File: src/rtl/mdio_cmd_pkg.sv
package mdio_cmd_pkg;
  localparam int unsigned PHY_W     = 5;
  localparam int unsigned REG_W     = 5;
  localparam int unsigned DATA_W    = 16;
  localparam int unsigned PRE_LEN   = 32;
  localparam int unsigned TA_POS    = PRE_LEN + 4 + PHY_W + REG_W;
  localparam int unsigned DATA_POS  = TA_POS + 2;
  localparam int unsigned FRAME_LEN = DATA_POS + DATA_W;
  localparam int unsigned IDX_W     = $clog2(FRAME_LEN);

  localparam int unsigned CMD_WR_BIT = 14;
  localparam int unsigned CMD_RD_BIT = 13;
  localparam int unsigned CMD_PHY_LO = 8;

  localparam logic [1:0] SOF_BITS = 2'b01;
  localparam logic [1:0] OP_WR    = 2'b01;
  localparam logic [1:0] OP_RD    = 2'b10;
  localparam logic [1:0] TA_WR    = 2'b10;

  typedef enum logic [1:0] {
    ADDR_CMD   = 2'd0,
    ADDR_WDATA = 2'd1,
    ADDR_RDATA = 2'd2,
    ADDR_NONE  = 2'd3
  } host_addr_e;
endpackage

File: src/rtl/mdio_clk_gen.sv
module mdio_clk_gen #(
  parameter int unsigned CLK_DIV = 4
) (
  input  logic clk_i,
  input  logic rst_ni,
  input  logic run_i,
  output logic mdc_o,
  output logic rise_o,
  output logic fall_o
);
  localparam int unsigned CNT_W = (CLK_DIV > 1) ? $clog2(CLK_DIV) : 1;
  localparam logic [CNT_W-1:0] CNT_LAST = CNT_W'(CLK_DIV - 1);

  logic [CNT_W-1:0] cnt_q;
  logic             mdc_q;
  logic             wrap;

  assign wrap = run_i && (cnt_q == CNT_LAST);

  always_ff @(posedge clk_i or negedge rst_ni) begin
    if (!rst_ni) begin
      cnt_q <= '0;
      mdc_q <= 1'b0;
    end else if (!run_i) begin
      cnt_q <= '0;
      mdc_q <= 1'b0;
    end else if (wrap) begin
      cnt_q <= '0;
      mdc_q <= ~mdc_q;
    end else begin
      cnt_q <= cnt_q + 1'b1;
    end
  end

  assign mdc_o  = mdc_q;
  assign rise_o = wrap && !mdc_q;
  assign fall_o = wrap && mdc_q;
endmodule

File: src/rtl/mdio_frame_eng.sv
module mdio_frame_eng
  import mdio_cmd_pkg::*;
(
  input  logic              clk_i,
  input  logic              rst_ni,
  input  logic              start_i,
  input  logic              start_rd_i,
  input  logic [PHY_W-1:0]  phy_i,
  input  logic [REG_W-1:0]  reg_i,
  input  logic [DATA_W-1:0] wdata_i,
  input  logic              rise_i,
  input  logic              fall_i,
  input  logic              mdi_i,
  output logic              busy_o,
  output logic              is_rd_o,
  output logic [IDX_W-1:0]  idx_o,
  output logic              mdo_o,
  output logic              oe_o,
  output logic              done_o,
  output logic [DATA_W-1:0] rdata_o
);
  localparam logic [IDX_W-1:0] IDX_LAST = IDX_W'(FRAME_LEN - 1);
  localparam logic [IDX_W-1:0] IDX_TA   = IDX_W'(TA_POS);
  localparam logic [IDX_W-1:0] IDX_DATA = IDX_W'(DATA_POS);

  logic                 busy_q, rd_q, oe_q;
  logic [IDX_W-1:0]     idx_q, idx_nxt;
  logic [FRAME_LEN-1:0] tx_q, frame;
  logic [DATA_W-1:0]    rx_q;
  logic                 last_bit;

  always_comb begin
    if (start_rd_i)
      frame = {{PRE_LEN{1'b1}}, SOF_BITS, OP_RD, phy_i, reg_i, 2'b00, {DATA_W{1'b0}}};
    else
      frame = {{PRE_LEN{1'b1}}, SOF_BITS, OP_WR, phy_i, reg_i, TA_WR, wdata_i};
  end

  assign idx_nxt  = idx_q + 1'b1;
  assign last_bit = (idx_q == IDX_LAST);

  always_ff @(posedge clk_i or negedge rst_ni) begin
    if (!rst_ni) begin
      busy_q <= 1'b0;
      rd_q   <= 1'b0;
      oe_q   <= 1'b0;
      idx_q  <= '0;
      tx_q   <= '0;
      rx_q   <= '0;
    end else if (start_i && !busy_q) begin
      busy_q <= 1'b1;
      rd_q   <= start_rd_i;
      oe_q   <= 1'b1;
      idx_q  <= '0;
      tx_q   <= frame;
      rx_q   <= '0;
    end else if (busy_q) begin
      if (rise_i && rd_q && (idx_q >= IDX_DATA))
        rx_q <= {rx_q[DATA_W-2:0], mdi_i};
      if (fall_i) begin
        if (last_bit) begin
          busy_q <= 1'b0;
          oe_q   <= 1'b0;
          tx_q   <= '0;
        end else begin
          idx_q <= idx_nxt;
          tx_q  <= {tx_q[FRAME_LEN-2:0], 1'b0};
          // release the line from turnaround onward on reads
          oe_q  <= !(rd_q && (idx_nxt >= IDX_TA));
        end
      end
    end
  end

  assign busy_o  = busy_q;
  assign is_rd_o = rd_q;
  assign idx_o   = idx_q;
  assign mdo_o   = tx_q[FRAME_LEN-1];
  assign oe_o    = oe_q;
  assign done_o  = busy_q && fall_i && last_bit;
  assign rdata_o = rx_q;
endmodule

File: src/rtl/mdio_host_regs.sv
module mdio_host_regs
  import mdio_cmd_pkg::*;
(
  input  logic              clk_i,
  input  logic              rst_ni,
  input  logic              we_i,
  input  logic [1:0]        addr_i,
  input  logic [15:0]       wdata_i,
  output logic [15:0]       rdata_o,
  input  logic              busy_i,
  input  logic              is_rd_i,
  input  logic              done_i,
  input  logic [DATA_W-1:0] eng_rdata_i,
  output logic              start_o,
  output logic              start_rd_o,
  output logic [PHY_W-1:0]  phy_o,
  output logic [REG_W-1:0]  reg_o,
  output logic [DATA_W-1:0] wdat_o
);
  logic [PHY_W-1:0]  phy_q;
  logic [REG_W-1:0]  reg_q;
  logic [DATA_W-1:0] wdat_q, rdat_q;
  logic              cmd_sel, req_wr, req_rd;
  host_addr_e        sel;

  assign sel     = host_addr_e'(addr_i);
  assign cmd_sel = we_i && (sel == ADDR_CMD);
  assign req_wr  = wdata_i[CMD_WR_BIT];
  assign req_rd  = wdata_i[CMD_RD_BIT];
  assign start_o    = cmd_sel && (req_wr || req_rd) && !busy_i;
  assign start_rd_o = req_rd && !req_wr;

  always_ff @(posedge clk_i or negedge rst_ni) begin
    if (!rst_ni) begin
      phy_q  <= '0;
      reg_q  <= '0;
      wdat_q <= '0;
      rdat_q <= '0;
    end else begin
      if (start_o) begin
        phy_q <= wdata_i[CMD_PHY_LO +: PHY_W];
        reg_q <= wdata_i[REG_W-1:0];
      end
      if (we_i && (sel == ADDR_WDATA))
        wdat_q <= wdata_i;
      if (done_i && is_rd_i)
        rdat_q <= eng_rdata_i;
    end
  end

  always_comb begin
    unique case (sel)
      ADDR_CMD:   rdata_o = {1'b0, busy_i && !is_rd_i, busy_i && is_rd_i, phy_q, 3'b000, reg_q};
      ADDR_WDATA: rdata_o = wdat_q;
      ADDR_RDATA: rdata_o = rdat_q;
      default:    rdata_o = '0;
    endcase
  end

  assign phy_o  = wdata_i[CMD_PHY_LO +: PHY_W];
  assign reg_o  = wdata_i[REG_W-1:0];
  assign wdat_o = wdat_q;
endmodule

File: src/rtl/mdio_cmd_ctrl.sv
module mdio_cmd_ctrl
  import mdio_cmd_pkg::*;
#(
  parameter int unsigned CLK_DIV = 4
) (
  input  logic        clk_i,
  input  logic        rst_ni,
  input  logic        reg_we_i,
  input  logic [1:0]  reg_addr_i,
  input  logic [15:0] reg_wdata_i,
  output logic [15:0] reg_rdata_o,
  input  logic        mdio_i,
  output logic        mdc_o,
  output logic        mdio_o,
  output logic        mdio_oe_o
);
  logic              busy, is_rd, done, start, start_rd;
  logic              rise, fall;
  logic [IDX_W-1:0]  idx;
  logic [PHY_W-1:0]  phy_in;
  logic [REG_W-1:0]  reg_in;
  logic [DATA_W-1:0] wdat, eng_rdata;

  mdio_host_regs u_regs (
    .clk_i       (clk_i),
    .rst_ni      (rst_ni),
    .we_i        (reg_we_i),
    .addr_i      (reg_addr_i),
    .wdata_i     (reg_wdata_i),
    .rdata_o     (reg_rdata_o),
    .busy_i      (busy),
    .is_rd_i     (is_rd),
    .done_i      (done),
    .eng_rdata_i (eng_rdata),
    .start_o     (start),
    .start_rd_o  (start_rd),
    .phy_o       (phy_in),
    .reg_o       (reg_in),
    .wdat_o      (wdat)
  );

  mdio_clk_gen #(.CLK_DIV(CLK_DIV)) u_clk (
    .clk_i  (clk_i),
    .rst_ni (rst_ni),
    .run_i  (busy),
    .mdc_o  (mdc_o),
    .rise_o (rise),
    .fall_o (fall)
  );

  mdio_frame_eng u_eng (
    .clk_i      (clk_i),
    .rst_ni     (rst_ni),
    .start_i    (start),
    .start_rd_i (start_rd),
    .phy_i      (phy_in),
    .reg_i      (reg_in),
    .wdata_i    (wdat),
    .rise_i     (rise),
    .fall_i     (fall),
    .mdi_i      (mdio_i),
    .busy_o     (busy),
    .is_rd_o    (is_rd),
    .idx_o      (idx),
    .mdo_o      (mdio_o),
    .oe_o       (mdio_oe_o),
    .done_o     (done),
    .rdata_o    (eng_rdata)
  );
endmodule

File: config.mk
export PLATFORM = sky130hd
export DESIGN_NAME = mdio_cmd_ctrl
export DESIGN_NICKNAME = d
export VERILOG_FILES = /design/src/rtl/mdio_cmd_pkg.sv /design/src/rtl/mdio_clk_gen.sv /design/src/rtl/mdio_frame_eng.sv /design/src/rtl/mdio_host_regs.sv /design/src/rtl/mdio_cmd_ctrl.sv
export SDC_FILE = /design/constraint.sdc
export NUM_CORES = 1
export LEC_CHECK = 0
export CAP_MARGIN = 20
export CORE_AREA = 2 2 127 92
export DETAILED_ROUTE_END_ITERATION = 8
export DIE_AREA = 0 0 129 94
export DONT_BUFFER_PORTS = 1
export PLACE_DENSITY_LB_ADDON = 0.25
export SYNTH_ARGS = -nofsm -noshare
export SYNTH_HDL_FRONTEND = slang
export SYNTH_SLANG_ARGS = --single-unit
File: constraint.sdc
create_clock -name clk_i -period 2.6 [get_ports clk_i]
set_clock_uncertainty 0.2 [all_clocks]
set_input_delay 0.39 -clock clk_i [delete_from_list [all_inputs] [get_ports clk_i]]
set_output_delay 0.39 -clock clk_i [all_outputs]
set_load 0.02 [all_outputs]
After elaboration in Yosys (flattened, before gate mapping)
Index checks and enable logic that the tools add are counted.
W data, S select, Z words.
- muxes and demuxes: 25
- bitwise operators: 1
- eq/ne operators: 6
- reduce and logical (&&, ||, !) cells: 30
- add/sub/neg operators: 2
- magnitude comparators: 2
- operators by type and width (kind ; count):
    $mux W64 ; 4
    $mux W16 ; 3
    $pmux W16 S3 ; 1
    $mux W30 ; 1
    $mux W6 ; 4
    $logic_and A1 B1 Y1 ; 17
    $ge A6 B6 Y1 const B ; 2
    $mux W1 ; 10
    $add A6 B1 Y6 const B ; 1
    $eq A6 B6 Y1 const B ; 1
    $reduce_bool A2 Y1 ; 3
    $logic_not A1 Y1 ; 5
    $eq A2 B2 Y1 const B ; 2
    $mux W2 ; 2
    $ne A2 B2 Y1 const B ; 2
    $reduce_and A2 Y1 ; 2
    $reduce_and A3 Y1 ; 1
    $add A2 B1 Y2 const B ; 1
    $eq A2 B1 Y1 const B ; 1
    $logic_not A2 Y1 ; 1
    $logic_or A1 B1 Y1 ; 1
    $not A1 Y1 ; 1
- register bits: 134
- input port bits: 22
- output and inout port bits: 19

Depth between registers and ports, before layout
- word-level depth: 8
- gate-level depth with buffers: 8

Cells and area by module
A second synthesis with hierarchy kept.
- cell total of the unflattened synthesis: 590
- area total of the unflattened synthesis: 6135.9 µm²
- modules (own cells, without submodules) (module ; area an instance (µm²) ; seq. area each (µm²) ; cells an instance ; times used):
    mdio_frame_eng ; 3975.1 ; 2227.1 ; 428 ; 1
    mdio_host_regs ; 2025.7 ; 1051.0 ; 151 ; 1
    mdio_clk_gen ; 135.1 ; 75.1 ; 11 ; 1

Worst setup path before layout
OpenSTA, ideal clock, no wires.
- path type: input-to-output
- start: in reg_addr_i[1]
- end: out reg_rdata_o[14]
- path buffers: 2
- stages: 4
- arrival: 1569 ps
- path slack: 441 ps
- cells stage by stage: buf_6 clkbuf_1 a22oi_1 o21ai_0
- word-level cells in the longest chain between the ends: 2
- elaborated cells on any way between the ends: 4
- ends and longest elaborated chain (element ; line ; source):
    from (decl) ; mdio_cmd_ctrl.sv:9 ; input logic [1:0] reg_addr_i,
    $eq A2 B2 Y1 (tied with other cells) ; mdio_host_regs.sv:52 ; unique case (sel)
    $pmux W16 S3 * ; mdio_host_regs.sv:52 ;
    to (decl) ; mdio_cmd_ctrl.sv:11 ; output logic [15:0] reg_rdata_o,
Mark *: on every way between the ends. The rest lies on a longest branch, timed or not.

Worst setup path after layout
- start: reg u_clk.cnt_q[0]
- end: reg u_eng.tx_q[26]
- word-level cells in the longest chain between the ends: 5
- ends and longest elaborated chain (element ; line ; source):
    from (decl) ; mdio_clk_gen.sv:14 ; logic [CNT_W-1:0] cnt_q;
    from (signal assigned) ; mdio_clk_gen.sv:31 ; cnt_q <= cnt_q + 1'b1;
    $eq A2 B2 Y1 ; mdio_clk_gen.sv:18 ; assign wrap = run_i && (cnt_q == CNT_LAST);
    $logic_and A1 B1 Y1 ; mdio_clk_gen.sv:18 ;
    $logic_and A1 B1 Y1 ; mdio_clk_gen.sv:37 ; assign fall_o = wrap && mdc_q;
    $reduce_bool A2 Y1 (no source line) ; - ;
    $reduce_and A2 Y1 (no source line) ; - ;
    to (signal assigned) ; mdio_frame_eng.sv:55 ; tx_q <= frame;
    to (signal assigned) ; mdio_frame_eng.sv:67 ; tx_q <= {tx_q[FRAME_LEN-2:0], 1'b0};
    to (decl) ; mdio_frame_eng.sv:28 ; logic [FRAME_LEN-1:0] tx_q, frame;
Every way passes these cells.
A chain may end at the register's enable or synchronous reset.

==> results.txt <==
Summed over all failing endpoints, the final setup total negative slack is 0 ns. The number of routed nets with antenna violations came out at 0. The final-report hold violation count came out at roughly 130. The net switching power came out at 0.002068 W.

After layout, the design draws a total of 0.006912 W. The clock share of power is 33.5%. The critical path is of the reg -> reg type. The kind of start point of the critical path is a flop. The count of buffers inserted at the top-level ports came out at 0.

The logic gate share of total power is between 15 and 20%. The die outline width is 129 um. The wire length per cell after detailed routing is 17.44 um. The register clock-pin slew on the reported worst setup and hold paths is 0.05 ns. The synthesized flop and latch total came out at approximately 130. The post-detailed-route via-to-cell ratio is 5.802. The worst-skew pair later-pin latency came out at 0.41 ns. The count of different cell masters after synthesis came out at 41. The final design instance area without fill came out at 0.006746 mm2. The post-CTS setup-driven buffer insertion count is 0. The final reports fail on negative hold slack. The total I/O pin count is between 40 and 50. The half-perimeter wire length after placement is 8010 um. The total via count after detailed routing is 4317. The switching power as a share of total power is 29.91%. The number of slew-limit violations in the final report came out at 0. The DRC marker count from the first detailed-route iteration is 481. Ranked by total cell area, the synthesized netlist is headed by dfrtp_1 (57%), nand2_1 (6.2%), nand3_1 (6.1%). The total routing usage reported by global routing is 23.88%.

The number of buffers inserted by hold repair at cts came out at 17. Once placement completed, the tool counted placed cells totaling just under 700. The pin slew with the least headroom to its limit is between 1 and 1.5 ns. The non-filler instance count after layout came out at 744. For this design, the sink count on the clock tree is 134. The data arrival time of the critical path is 2.42 ns. Dividing the final minimum period by the clock period gives 87.67%. The via count of the first global-routing pass is around 4300. The vertical die dimension is 94 um. The number of setup violations in the final report is 0. The H-tree was split into 4 levels. The final critical delay including setup and external delays is 2.279 ns.

Power spread over the standard cell area amounts to 1025 mW/mm2. The worst-case clock buffer depth is 2. The flow ran to the end, but the final reports show violations. TritonCTS built the clock tree. The path class of the tightest hold or removal check is in -> async. The area added between synthesis and finish came out at 14.72%. The first-pass GRT wire length is 22120 um. During synthesis, Yosys emitted a total of 0 warnings. The internal power came out at between 0.004 and 0.005 W. The worst hold slack after final layout came out at -0.5254 ns. The area share of the largest cell type after synthesis came out at 57.02%.

The final antenna diode count came out at 0. The library cell used most frequently in the layout, excluding fill and tap cells, is dfrtp_1. The final-stage net count is roughly 600. The count of max-cap constraint violations is 0. The mean instance size in the synthesized netlist came out at roughly 10 um2.

Summed over all layers, the global routing overflow is 0. The critical-path maximum fanout is 15. The buffer cell driving the clock tree root is clkbuf_16.

The initial antenna violation count came out at 0. The share of layout cells above drive strength 1 is 14.21%. The summed instance area of the synthesized netlist came out at 0.005881 mm2. In this run the standard cell core region covers ~0.011 mm2. The area of placed instances came out at 0.005998 mm2. The sort of element at the end of the critical path is a flop. The worst relative slew slack came out at 29.73%.

The initial cell density of the core came out at 54.20%. The total die area came out at between 0.01 and 0.015 mm2. When the netlist entered floorplanning its net count stood at 594. The reported leakage power is 3.165 nW. The number of core rows came out at 32. The register area share after synthesis is a little under three fifths. The achievable clock frequency is 0.4387 GHz.

The largest total area in the synthesized netlist belongs to dfrtp_1. The count of cells resized by post-cts repair came out at 0. The total detailed-routing wirelength came out at around 13000 um.

For this run, design rule violations remaining after detail routing come to 0. Entering global routing, the biggest net connects roughly 140 pins. The share of total power dissipated in sequential elements is a little under half. The top cell types in the final layout, fill and taps aside, are dfrtp_1 (134), nand2_1 (97), nand3_1 (71). The clock buffer count from CTS came out at 17. The data required time at the worst endpoint came out at roughly 2.7 ns. Setup repair after global routing left no endpoint under its margin. IR analysis of the VDD net gives a maximum drop of 0.5783 mV. The count of mapped cells out of synthesis came out at 569.

The congestion estimate from routability-driven global placement came to 0.8210. The detailed-routing iteration count for the pre-antenna-repair pass is 5.
[flip-flops by register name, summed over array words and instances, names as in the netlist]
| name | cells |
|---|---|
| u_eng.idx_o | 6 |
| u_clk.cnt_q | 2 |
| u_regs.wdat_o | 16 |
| u_regs.rdat_q | 16 |
| u_eng.is_rd_o | 1 |
| u_eng.busy_o | 1 |
| u_eng.tx_q | 64 |
| u_clk.mdc_o | 1 |
| u_regs.reg_q | 5 |
| u_eng.oe_o | 1 |
| u_regs.phy_q | 5 |
| u_eng.rdata_o | 16 |
[power by group through the flow]
stage / logic (W) / clock network [W] / registers, W
final: 0.00133 / 0.00232 / 0.00326
after global routing: 0.00155 / 0.00247 / 0.00334
after global placement: 0.00124 / 0 / 0.00325
after detailed placement: 0.00131 / 0 / 0.00327
after floorplan: 0.00109 / 0 / 0.00312
after CTS: 0.00135 / 0.00236 / 0.00325
[critical path, stage by stage (launching register included)]
cell and delay (ns):
dfrtp_1 0.39, ha_1 0.27, and3_1 0.21, nor2_1 0.81, a22oi_1 0.22, nand2_1 0.11
[final cells by class]
class | instances | area [um2]
clock inverters | 9 | 100.1
inverters | 2 | 7.507
multi-input cells | 392 | 2341
repair buffers | 31 | 275.3
fillers | 887 | 4104
well taps | 153 | 191.4
clock buffers | 23 | 478.0
flip-flops and latches | 134 | 3353
[cell usage after synthesis (all sizes together)]
cell and n:
a21oi 20, nand3 73, a211o 1, nor3 1, a2111oi 1, nor3b 1
and2 2, inv 2, nor4 1, a22oi 11, nand2b 2, or4 1
a41oi 1, nand2 99, nor4b 1, clkbuf 22, nor2b 2, a2bb2oi 15
o22ai 1, dfrtp 134, and3 2, mux2 31, o21ai 22, a22o 9
nand4b 1, mux2i 26, ha 3, xor2 2, o22a 2, nor2 58
nand3b 1, xnor2 1, buf 19, a31oi 1
[kinds of logic after synthesis]
| logic type | after synthesis | share of synthesized area, % |
|---|---|---|
| AND/OR/NAND/NOR | 245 | 18.32 |
| multiplexers | 57 | 10.36 |
| adder cells (fa/ha/maj) | 3 | 0.6384 |
| flip-flops | 134 | 57.02 |
| AO/OA/AOI/OAI | 84 | 9.809 |
| XOR/XNOR | 3 | 0.4469 |
| buffers and inverters | 43 | 3.404 |
[routing by layer]
metal  vias up  routed length, um  track usage (%)
met2       127               5614            33.16
met1      2181               6366            36.13
li1       1996                  -                -
met3        13                859            6.492
met4         0                132            8.062
met5         -                  0                0
[per-stage QoR]
step	worst slack, ns	hold slack [ns]	utilization (%)
global placement	0.3804	-0.1026	55.28
global route	0.1522	-0.5520	62.18
floorplan	0.4413	-0.1056	-
finish	0.3206	-0.5254	62.18
CTS	0.3307	-0.5433	62.18
detailed placement	0.3432	-0.1029	55.28
[path summary, 6_finish.rpt]
kind                                     startpoint                            end  slack [ns]  cells past startpoint
setup / recovery           u_clk.cnt_q[0]$_DFF_PN0_     u_eng.tx_q[26]$_DFFE_PN0P_        0.32                      5
hold / removal                               rst_ni   u_regs.wdat_o[1]$_DFFE_PN0P_       -0.53                      0
setup reg to reg           u_clk.cnt_q[0]$_DFF_PN0_     u_eng.tx_q[26]$_DFFE_PN0P_        0.32                      5
hold reg to reg            u_clk.cnt_q[0]$_DFF_PN0_       u_clk.cnt_q[0]$_DFF_PN0_        0.25                      1
max in group asynchronous                    rst_ni  u_regs.wdat_o[13]$_DFFE_PN0P_        2.54                      0
min in group clk_i                  reg_wdata_i[14]      u_eng.is_rd_o$_DFFE_PN0P_        0.04                      3
Power figures use the tool's default switching activity.
